$ cat config.mk
export PLATFORM = sky130hd
export DESIGN_NAME = psamp_ctrl
export DESIGN_NICKNAME = d
export VERILOG_FILES = /design/src/rtl/psamp_pkg.sv /design/src/rtl/psamp_prescale.sv /design/src/rtl/psamp_blank.sv /design/src/rtl/psamp_runctl.sv /design/src/rtl/psamp_ctrl.sv
export SDC_FILE = /design/constraint.sdc
export NUM_CORES = 1
export LEC_CHECK = 0
export BUFFER_PORTS_ARGS = -buffer_cell sky130_fd_sc_hd__buf_2
export CORE_MARGIN = 8
export CORE_UTILIZATION = 44
export CTS_CLUSTER_DIAMETER = 200
export DETAILED_ROUTE_END_ITERATION = 12
export HOLD_SLACK_MARGIN = 0.08
export PLACE_DENSITY = 0.68
export SLEW_MARGIN = 25
export SYNTH_ARGS = -nofsm -noshare
export SYNTH_HDL_FRONTEND = slang
export SYNTH_HIERARCHICAL = 1
export SYNTH_SLANG_ARGS = --single-unit
$ cat constraint.sdc
create_clock -name clk -period 1.9 [get_ports clk]
set_input_delay 0.38 -clock clk [delete_from_list [all_inputs] [get_ports clk]]
set_output_delay 0.38 -clock clk [all_outputs]
set_load 0.05 [all_outputs]
$ cat src/rtl/psamp_pkg.sv
package psamp_pkg;

    typedef enum logic [1:0] {
        GATE_PWM      = 2'd0,
        GATE_FREE     = 2'd1,
        GATE_LOWER    = 2'd2,
        GATE_FREE_ALT = 2'd3
    } gate_mode_e;

    typedef struct packed {
        logic start;
        logic stop;
        logic det;
    } run_req_t;

    function automatic logic mode_is_synced(gate_mode_e m);
        return (m == GATE_PWM) || (m == GATE_LOWER);
    endfunction

    function automatic logic gate_pass(gate_mode_e m, logic pwm, logic low, logic blank_busy);
        logic ok;
        case (m)
            GATE_PWM:   ok = pwm & ~blank_busy;
            GATE_LOWER: ok = low & ~blank_busy;
            default:    ok = 1'b1;
        endcase
        return ok;
    endfunction

endpackage

$ cat src/rtl/psamp_prescale.sv
module psamp_prescale #(
    parameter int DIV_W = 2
) (
    input  logic             clk,
    input  logic             rst,
    input  logic             run,
    input  logic [DIV_W-1:0] div_sel,
    output logic             tick
);
    localparam int PRE_W = 2 ** DIV_W;

    logic [PRE_W-1:0] cnt_q;
    logic [PRE_W-1:0] last;

    // terminal count has div_sel+1 low ones: 1, 3, 7, 15 ...
    always_comb begin
        last = '0;
        for (int i = 0; i < PRE_W; i++) begin
            if (i <= int'(div_sel)) last[i] = 1'b1;
        end
    end

    assign tick = run && (cnt_q >= last);

    always_ff @(posedge clk) begin
        if (rst || !run) cnt_q <= '0;
        else if (tick)   cnt_q <= '0;
        else             cnt_q <= cnt_q + 1'b1;
    end

    // divider is parked at zero whenever it is not running
    a_r9_prescale_idle: assert property (@(posedge clk) disable iff (rst)
        !run |=> (cnt_q == '0));

    // a tick never lasts two cycles
    a_r10_tick_single: assert property (@(posedge clk) disable iff (rst)
        tick |=> !tick);

endmodule

$ cat src/rtl/psamp_blank.sv
module psamp_blank #(
    parameter int BLANK_W = 4
) (
    input  logic               clk,
    input  logic               rst,
    input  logic               en,
    input  logic               pwm_in,
    input  logic               tick,
    input  logic [BLANK_W-1:0] blank_len,
    output logic               busy
);
    logic               pwm_q;
    logic               rise;
    logic [BLANK_W-1:0] bcnt_q;

    assign rise = pwm_in & ~pwm_q;
    // look ahead so a tick in the rise cycle is already blanked
    assign busy = (bcnt_q != '0) | (rise & (blank_len != '0));

    always_ff @(posedge clk) begin
        if (rst) pwm_q <= 1'b0;
        else     pwm_q <= pwm_in;
    end

    always_ff @(posedge clk) begin
        if (rst || !en)                bcnt_q <= '0;
        else if (rise)                 bcnt_q <= blank_len;
        else if (tick && bcnt_q != '0) bcnt_q <= bcnt_q - 1'b1;
    end

    // a rising edge with a non-zero length opens a blanking window
    a_r4_blank_load: assert property (@(posedge clk) disable iff (rst)
        (en && rise && blank_len != '0) |=> busy);

    // disabled block holds no blanking state
    a_r9_blank_clear: assert property (@(posedge clk) disable iff (rst)
        !en |=> (bcnt_q == '0));

endmodule

$ cat src/rtl/psamp_runctl.sv
module psamp_runctl
    import psamp_pkg::*;
(
    input  logic     clk,
    input  logic     rst,
    input  logic     en,
    input  run_req_t req,
    output logic     active
);
    logic active_q;
    logic pend_q;

    assign active = active_q;

    always_ff @(posedge clk) begin
        if (rst || !en) begin
            active_q <= 1'b0;
            pend_q   <= 1'b0;
        end else if (req.start) begin
            active_q <= 1'b1;
            pend_q   <= 1'b0;
        end else if (active_q && (req.stop || pend_q) && req.det) begin
            active_q <= 1'b0;
            pend_q   <= 1'b0;
        end else if (active_q && req.stop) begin
            pend_q   <= 1'b1;
        end
    end

    // start wins over anything in the same cycle
    a_r8_start_wins: assert property (@(posedge clk) disable iff (rst)
        (en && req.start) |=> active_q);

    // without a detection, a running sampler keeps running
    a_r7_hold_until_det: assert property (@(posedge clk) disable iff (rst)
        (en && active_q && !req.det) |=> active_q);

    // a detection with no stop outstanding changes nothing
    a_r7_det_alone: assert property (@(posedge clk) disable iff (rst)
        (en && active_q && req.det && !req.stop && !pend_q) |=> active_q);

    // dropping the enable idles the run state
    a_r9_enable_clears: assert property (@(posedge clk) disable iff (rst)
        !en |=> (!active_q && !pend_q));

endmodule

$ cat src/rtl/psamp_ctrl.sv
module psamp_ctrl
    import psamp_pkg::*;
#(
    parameter int DIV_W   = 2,
    parameter int BLANK_W = 4
) (
    input  logic               clk,
    input  logic               rst,
    input  logic               cfg_enable,
    input  logic [DIV_W-1:0]   cfg_div,
    input  logic [1:0]         cfg_mode,
    input  logic [BLANK_W-1:0] cfg_blank,
    input  logic               cfg_tmr_start_en,
    input  logic               cfg_tmr_stop_en,
    input  logic               pwm_in,
    input  logic               lower_on,
    input  logic               sw_start,
    input  logic               sw_stop,
    input  logic               tmr_start,
    input  logic               tmr_stop,
    input  logic               det_event,
    output logic               sample_stb,
    output logic               sampling_active
);
    gate_mode_e mode;
    run_req_t   req;
    logic       active;
    logic       tick;
    logic       blank_raw;
    logic       blank_busy;
    logic       gate_ok;
    logic       stb_q;

    assign mode      = gate_mode_e'(cfg_mode);
    assign req.start = sw_start | (tmr_start & cfg_tmr_start_en);
    assign req.stop  = sw_stop  | (tmr_stop  & cfg_tmr_stop_en);
    assign req.det   = det_event;

    psamp_runctl i_run (
        .clk    (clk),
        .rst    (rst),
        .en     (cfg_enable),
        .req    (req),
        .active (active)
    );

    psamp_prescale #(.DIV_W(DIV_W)) i_pre (
        .clk     (clk),
        .rst     (rst),
        .run     (cfg_enable & active),
        .div_sel (cfg_div),
        .tick    (tick)
    );

    psamp_blank #(.BLANK_W(BLANK_W)) i_blank (
        .clk       (clk),
        .rst       (rst),
        .en        (cfg_enable),
        .pwm_in    (pwm_in),
        .tick      (tick),
        .blank_len (cfg_blank),
        .busy      (blank_raw)
    );

    // blanking only matters in the PWM-synchronised modes
    assign blank_busy = blank_raw & mode_is_synced(mode);
    assign gate_ok    = gate_pass(mode, pwm_in, lower_on, blank_busy);

    always_ff @(posedge clk) begin
        if (rst) stb_q <= 1'b0;
        else     stb_q <= cfg_enable & tick & gate_ok;
    end

    assign sample_stb      = stb_q;
    assign sampling_active = active;

    // strobe follows a cycle of active sampling
    a_r10_stb_needs_active: assert property (@(posedge clk) disable iff (rst)
        sample_stb |-> $past(active));

    // strobe is one cycle wide
    a_r10_stb_single: assert property (@(posedge clk) disable iff (rst)
        sample_stb |=> !sample_stb);

    // no strobe after a disabled cycle
    a_r9_off_quiet: assert property (@(posedge clk) disable iff (rst)
        !cfg_enable |=> !sample_stb);

    // in PWM-gated mode a strobe needs PWM high in the tick cycle
    a_r3_pwm_gate: assert property (@(posedge clk) disable iff (rst)
        (sample_stb && $past(cfg_mode) == 2'd0) |-> $past(pwm_in));

    // in lower-phase mode a strobe needs conduction in the tick cycle
    a_r3_lower_gate: assert property (@(posedge clk) disable iff (rst)
        (sample_stb && $past(cfg_mode) == 2'd2) |-> $past(lower_on));

endmodule

# Word level (Yosys, flattened, before mapping)

Cells that the tools add are included.

Register bits after elaboration: 12
Memories kept: 0
Memory bits (read-only): 0
Output and inout port bits: 2
Bits in writable memories: 0
Logic and storage cells: 54
Bits in latches: 0
Input port bits: 20

Bitwise gates (word level): 15
Order comparisons: 4
Shift-type cells: 0
Multiply operators: 0
Eq/ne operators: 1
Reductions and logical operators: 18
Muxes and demuxes: 8
Add/subtract/negate cells: 2
Div/mod/pow operators: 0

Operator list:

| operator                                                      | count |
|---|---|
| AND 1 bit                                                     | 10 |
| 2-to-1 mux 4 bit                                              | 2 |
| nonzero test 4 bit                                            | 2 |
| logical AND 1 bit                                             | 5 |
| 2-to-1 mux 1 bit                                              | 5 |
| adder 4 x 1 -> 4 bit, second input constant                   | 1 |
| greater-or-equal comparator 4 bit                             | 1 |
| less-or-equal comparator 2 bit, first input constant          | 2 |
| logical OR 1 bit                                              | 4 |
| nonzero test 2 bit                                            | 2 |
| subtractor 4 x 1 -> 4 bit, second input constant              | 1 |
| OR 1 bit                                                      | 3 |
| OR reduction 3 bit                                            | 1 |
| equality test 2 bit, second input constant                    | 1 |
| less-or-equal comparator 1 x 2 -> 1 bit, first input constant | 1 |
| logical NOT 1 bit                                             | 2 |
| logical NOT 2 bit                                             | 1 |
| NOT 1 bit                                                     | 2 |
| one-hot mux 1 bit (2 select lines)                            | 1 |
| OR reduction 2 bit                                            | 1 |

# Depth between registers and ports, before layout

Depth in word-level cells: 9
Depth in mapped cells: 8

# Modules after synthesis

Netlist, hierarchy kept.

Modules (own cells, without submodules):

| module         | cells an instance | instances | area each (µm²) |
|---|---|---|---|
| psamp_blank    | 38                | 1         | 316.6 |
| psamp_prescale | 26                | 1         | 257.7 |
| psamp_runctl   | 9                 | 1         | 90.1 |
| psamp_ctrl     | 9                 | 1         | 81.3 |

# Worst setup path before layout

No wires, ideal clock.

Kind: input-to-reg
From: input cfg_div[1]
To: register i_blank.bcnt_q[3]
Data arrival time: 1,698 ps
Setup slack: 82 ps
Stages on the path: 8
Cell sequence: nand2_1 ha_1 nand2_1 o21ai_2 and2_2 nor4b_2 mux2i_1 a21oi_1

Cells in the longest elaborated chain, start to end: 6
Elaborated cells on any way between the ends: 10
Classes of those cells: 4 x order compare; 3 x mux; 3 x reduce/logical

Ends and longest elaborated chain:

| item                                                                                             | RTL line             | text |
|---|---|---|
| from (decl)                                                                                      | psamp_ctrl.sv:10     | `input logic [DIV_W-1:0] cfg_div,` |
| less-or-equal comparator 1 x 2 -> 1 bit / less-or-equal comparator 2 bit (equally long branches) | psamp_prescale.sv:19 | `if (i <= int'(div_sel)) last[i] = 1'b1;` |
| 2-to-1 mux 1 bit                                                                                 | psamp_prescale.sv:19 |  |
| greater-or-equal comparator 4 bit (*)                                                            | psamp_prescale.sv:23 | `assign tick = run && (cnt_q >= last);` |
| logical AND 1 bit (*)                                                                            | psamp_prescale.sv:23 |  |
| named net tick                                                                                   | psamp_ctrl.sv:28     | `logic tick;` |
| logical AND 1 bit (*)                                                                            | psamp_blank.sv:28    | `else if (tick && bcnt_q != '0) bcnt_q <= bcnt_q - 1'b1;` |
| nonzero test 2 bit (no line) (*)                                                                 | n/a                  |  |
| to (signal assigned)                                                                             | psamp_blank.sv:27    | `else if (rise) bcnt_q <= blank_len;` |
| to (signal assigned)                                                                             | psamp_blank.sv:28    |  |
| to (decl)                                                                                        | psamp_blank.sv:14    | `logic [BLANK_W-1:0] bcnt_q;` |

Mark *: on every way through the listed nets, which the timed path passes. The rest lies on a longest branch.
A chain may end at the register's enable or synchronous reset.

# Worst setup path after layout

From: register i_pre.cnt_q[3]
To: register i_blank.bcnt_q[3]

Cells in the longest elaborated chain, start to end: 4

Ends and longest elaborated chain:

| item                              | RTL line             | text |
|---|---|---|
| from (decl)                       | psamp_prescale.sv:12 | `logic [PRE_W-1:0] cnt_q;` |
| from (signal assigned)            | psamp_prescale.sv:28 | `else cnt_q <= cnt_q + 1'b1;` |
| greater-or-equal comparator 4 bit | psamp_prescale.sv:23 |  |
| logical AND 1 bit                 | psamp_prescale.sv:23 |  |
| named net tick                    | psamp_ctrl.sv:28     |  |
| logical AND 1 bit                 | psamp_blank.sv:28    |  |
| nonzero test 2 bit (no line)      | n/a                  |  |

The timed path passes the listed nets, and every way through them passes these cells.

==> metrics.log <==
INFO  metric portBuffers = 21
INFO  metric synth_nets = around 110
INFO  metric number_of_register_bits_inferred_by_synthesis = 12
INFO  metric total_gr_overflow = 0
INFO  metric synth_cell_types = 36
INFO  metric critical_path_class = reg2reg
INFO  metric final_cell_area = roughly 910 um^2
INFO  metric yosys.area_share.simple = between 20% and 30%
INFO  metric peak_fanout_along_the_critical_path = 4
INFO  metric cell_area_after_synthesis = 745.7 um^2
INFO  metric io_pins = 22
INFO  metric drv.max_cap_violation_count = 0
INFO  metric tritoncts = yes
INFO  metric initial_core_util = 45.15%
INFO  metric top_post_synthesis_cells_by_area = sky130_fd_sc_hd__dfxtp_1 (32%), sky130_fd_sc_hd__ha_1 (8.4%), sky130_fd_sc_hd__inv_1 (4.5%), sky130_fd_sc_hd__nor4b_2 (4.0%), sky130_fd_sc_hd__a211oi_2 (3.4%)
INFO  metric synth.yosys.seq_area_share = approximately a third
INFO  metric finalCritPeriodShare = between 90% and 100%
INFO  metric drt_pass1_iterations = 5
INFO  metric cts.repair_timing.setup_buffer_count = 0
INFO  metric minimum_clock_period_after_layout = about 1.7 ns
INFO  metric post_cts_resize_count = 0
INFO  metric synthesized_area_per_cell = 9.094 um^2
INFO  metric yosys.area.top_type = sky130_fd_sc_hd__dfxtp_1
INFO  metric final_weighted_congestion_in_routability_driven_placement = 0.8670
INFO  metric final_cell_mix = sky130_fd_sc_hd__buf_2 (21), sky130_fd_sc_hd__dfxtp_1 (12), sky130_fd_sc_hd__inv_1 (9)
INFO  metric grt_first_pass_wirelength = approximately 2900 um
INFO  metric route.detailed.drc = 0
INFO  metric maxSlewViolCount = 0
INFO  metric synth_fa_ha_area_share = 8.389%
INFO  metric worst_r2r_startpoint = i_pre/cnt_q[3]
INFO  metric synth-warning-count = 6
INFO  metric clockRootBuffer = sky130_fd_sc_hd__clkbuf_4
INFO  metric slew_at_the_pin_closest_to_its_max_slew_limit = 0.3752 ns
INFO  metric finalHoldViolCount = 0
INFO  metric layout-drive-gt1-share = about a third
INFO  metric setup.worst_path.start_class = flop
INFO  metric hpwl = around 1300 um
INFO  metric clk-insertion-delay-late = 0.27 ns
INFO  metric postRouteWirelength = ~1600 um
INFO  metric pwr_dens = around 550 mW/mm^2
INFO  metric worst_ir_drop_vdd = about 0.38 mV
INFO  metric worst_path_arrival = ~1.9 ns
INFO  metric timing_limited_maximum_frequency = between 500 and 600 MHz
INFO  metric synth-compound-area-share = around 21%
INFO  metric slew_headroom = 74.94%
INFO  metric report.final.setup_viol = 0
INFO  metric share_of_flip_flops_with_an_asynchronous_set_or_reset_after_synthesis = 0%
INFO  metric worst_clock_skew = approximately 0.0016 ns
INFO  metric cts_buffer_depth = 2
INFO  metric dpl_cell_area = between 800 and 900 um^2
INFO  metric h_tree_depth = 1
INFO  metric row_count = 15
INFO  metric path_clk_slew = roughly 0.070 ns
INFO  metric maximum_number_of_pins_on_one_net_before_global_route_repair = 9
INFO  metric p_leak = around 0.4 nW
INFO  metric coreArea = 0.001652 mm^2
INFO  metric yosys.area.top_type_share = approximately 32%
INFO  metric filler_cell_count = about 160
INFO  metric most_common_library_cell_in_the_layout_ignoring_fill_and_taps = sky130_fd_sc_hd__buf_2
INFO  metric worst_ep_required_time = around 2.1 ns
INFO  metric synth_mux_area_share = ~2.7%
INFO  metric grtUsageTotal = 10.57%
INFO  metric worstHoldStart = cfg_blank[1]
INFO  metric antenna_found_initial = 0
INFO  metric drt-wirelength-per-cell = approximately 12 um
INFO  metric die-height = 57.17 um
INFO  metric rsz_0062_raised_after_global_routing = false
INFO  metric die-area = ~0.0033 mm^2
INFO  metric critical_path.startpoint = i_pre/cnt_q[3]
INFO  metric synth_xor_area_share = under 10%
INFO  metric outcome = finished, final reports clean
INFO  metric hold_class = in2reg
INFO  metric design.final.nets = ~140
INFO  metric drt.antenna.violating_nets = 0
INFO  metric synth_enable_flop_cells = 0
INFO  metric hold_buffers = 0
INFO  metric diodes = 0
INFO  metric place.detailed.instances = about 120
INFO  metric cts_buffers = 3
INFO  metric synth_ff_type = sky130_fd_sc_hd__dfxtp_1
INFO  metric detailroute.via_count = roughly 660
INFO  metric layoutNonFillerInstCount = ~130
INFO  metric endpoint_kind = flop
INFO  metric post_synth_inst_count = between 80 and 90
INFO  metric first_global_vias = between 700 and 800
INFO  metric areaGrowthSynthToFinish = 22.32%
INFO  metric routed_via_density = 5.264
INFO  metric largest_family_of_logic_cells_by_synthesized_area = simple AND/OR/NAND/NOR gates
INFO  metric die_width = around 57 um
INFO  metric drtIter0Drc = 9
INFO  metric tritoncts_num_sinks = 12
[through the flow]
| step | power [W] | setup WS, ns | TNS [ns] | util [%] | hold WS (ns) |
|---|---|---|---|---|---|
| CTS | 0.0005124 | 0.1637 | 0 | 55.23 | 0.3585 |
| global placement | 0.0003539 | 0.0006227 | 0 | 53.86 | 0.5128 |
| detailed placement | 0.0003562 | -0.04083 | -0.08024 | 53.86 | 0.5070 |
| floorplan | 0.0003212 | 0.08246 | 0 | - | 0.4516 |
| global route | 0.0005294 | 0.05573 | 0 | 55.23 | 0.3589 |
| finish | 0.0005013 | 0.1782 | 0 | 55.23 | 0.3675 |
[area by class of cell]
type | count | area [um^2] | share of cell area (%)
sequential | 12 | 240.2 | 26.34
inverter | 9 | 33.78 | 3.704
tap | 17 | 21.27 | 2.332
timing repair buffer | 24 | 127.6 | 13.99
multi-input combinational | 60 | 466.7 | 51.17
clock buffer | 3 | 22.52 | 2.469
[routing by layer]
layer	GRT usage (%)	up-vias	wire, um	share of wire (%)
met5	0	-	0	0
met4	6.711	0	19	1.2
met3	3.769	2	65	4.2
met2	19.07	11	830	53
met1	9.731	297	642	41
li1	-	348	-	-
[cell families (layout without fill, tap and decap cells)]
logic type                 after synthesis  after routing
adders and majority gates                5              5
muxes                                    2              2
and+or+nand+nor                         32             32
buffers and inverters                   10             36
xor gates and xnor gates                 2              2
DFF                                     12             12
AOI/OAI and AO/OA                       19             19
[report_power, final]
group / leakage [nW] / internal, W / switching (W)
Combinational: 0.290 / 0.0000399 / 0.0000452
Sequential: 0.0976 / 0.000258 / 0.00000718
Clock: 0.0138 / 0.0000733 / 0.0000776
[synth_stat cells, types with 2 or more instances]
library cell	number
sky130_fd_sc_hd__nand3_1	2
sky130_fd_sc_hd__nor4_1	2
sky130_fd_sc_hd__inv_1	9
sky130_fd_sc_hd__dfxtp_1	12
sky130_fd_sc_hd__nor2_1	6
sky130_fd_sc_hd__nand2_1	6
sky130_fd_sc_hd__mux2i_1	2
sky130_fd_sc_hd__a211oi_2	2
sky130_fd_sc_hd__nor4b_2	2
sky130_fd_sc_hd__a21oi_1	3
sky130_fd_sc_hd__o21ai_0	3
sky130_fd_sc_hd__ha_1	5
sky130_fd_sc_hd__a21o_1	2
sky130_fd_sc_hd__nor2b_1	4
[sequential cells by signal, indices dropped and copies added (netlist names)]
signal / cells
i_run/pend_q: 1
i_blank/bcnt_q: 4
i_blank/pwm_q: 1
sample_stb: 1
i_run/active: 1
i_pre/cnt_q: 4
[worst paths after layout]
kind                            end  slack (ns)  cells past startpoint
setup / recovery  i_blank/bcnt_q[3]        0.18                      7
hold / removal    i_blank/bcnt_q[1]        0.37                      3
setup reg to reg  i_blank/bcnt_q[3]        0.18                      7
hold reg to reg      i_pre/cnt_q[0]        0.52                      1
[critical path, cell delays in order (launching register included)]
cell                      delay (ns)
sky130_fd_sc_hd__dfxtp_1        0.32
sky130_fd_sc_hd__ha_1           0.34
sky130_fd_sc_hd__nand2_1        0.11
sky130_fd_sc_hd__o21ai_2        0.15
sky130_fd_sc_hd__and2_2         0.18
sky130_fd_sc_hd__nor4b_2        0.22
sky130_fd_sc_hd__mux2i_1        0.21
sky130_fd_sc_hd__a21oi_1        0.07
No activity file was read; power rests on OpenSTA's default activity.
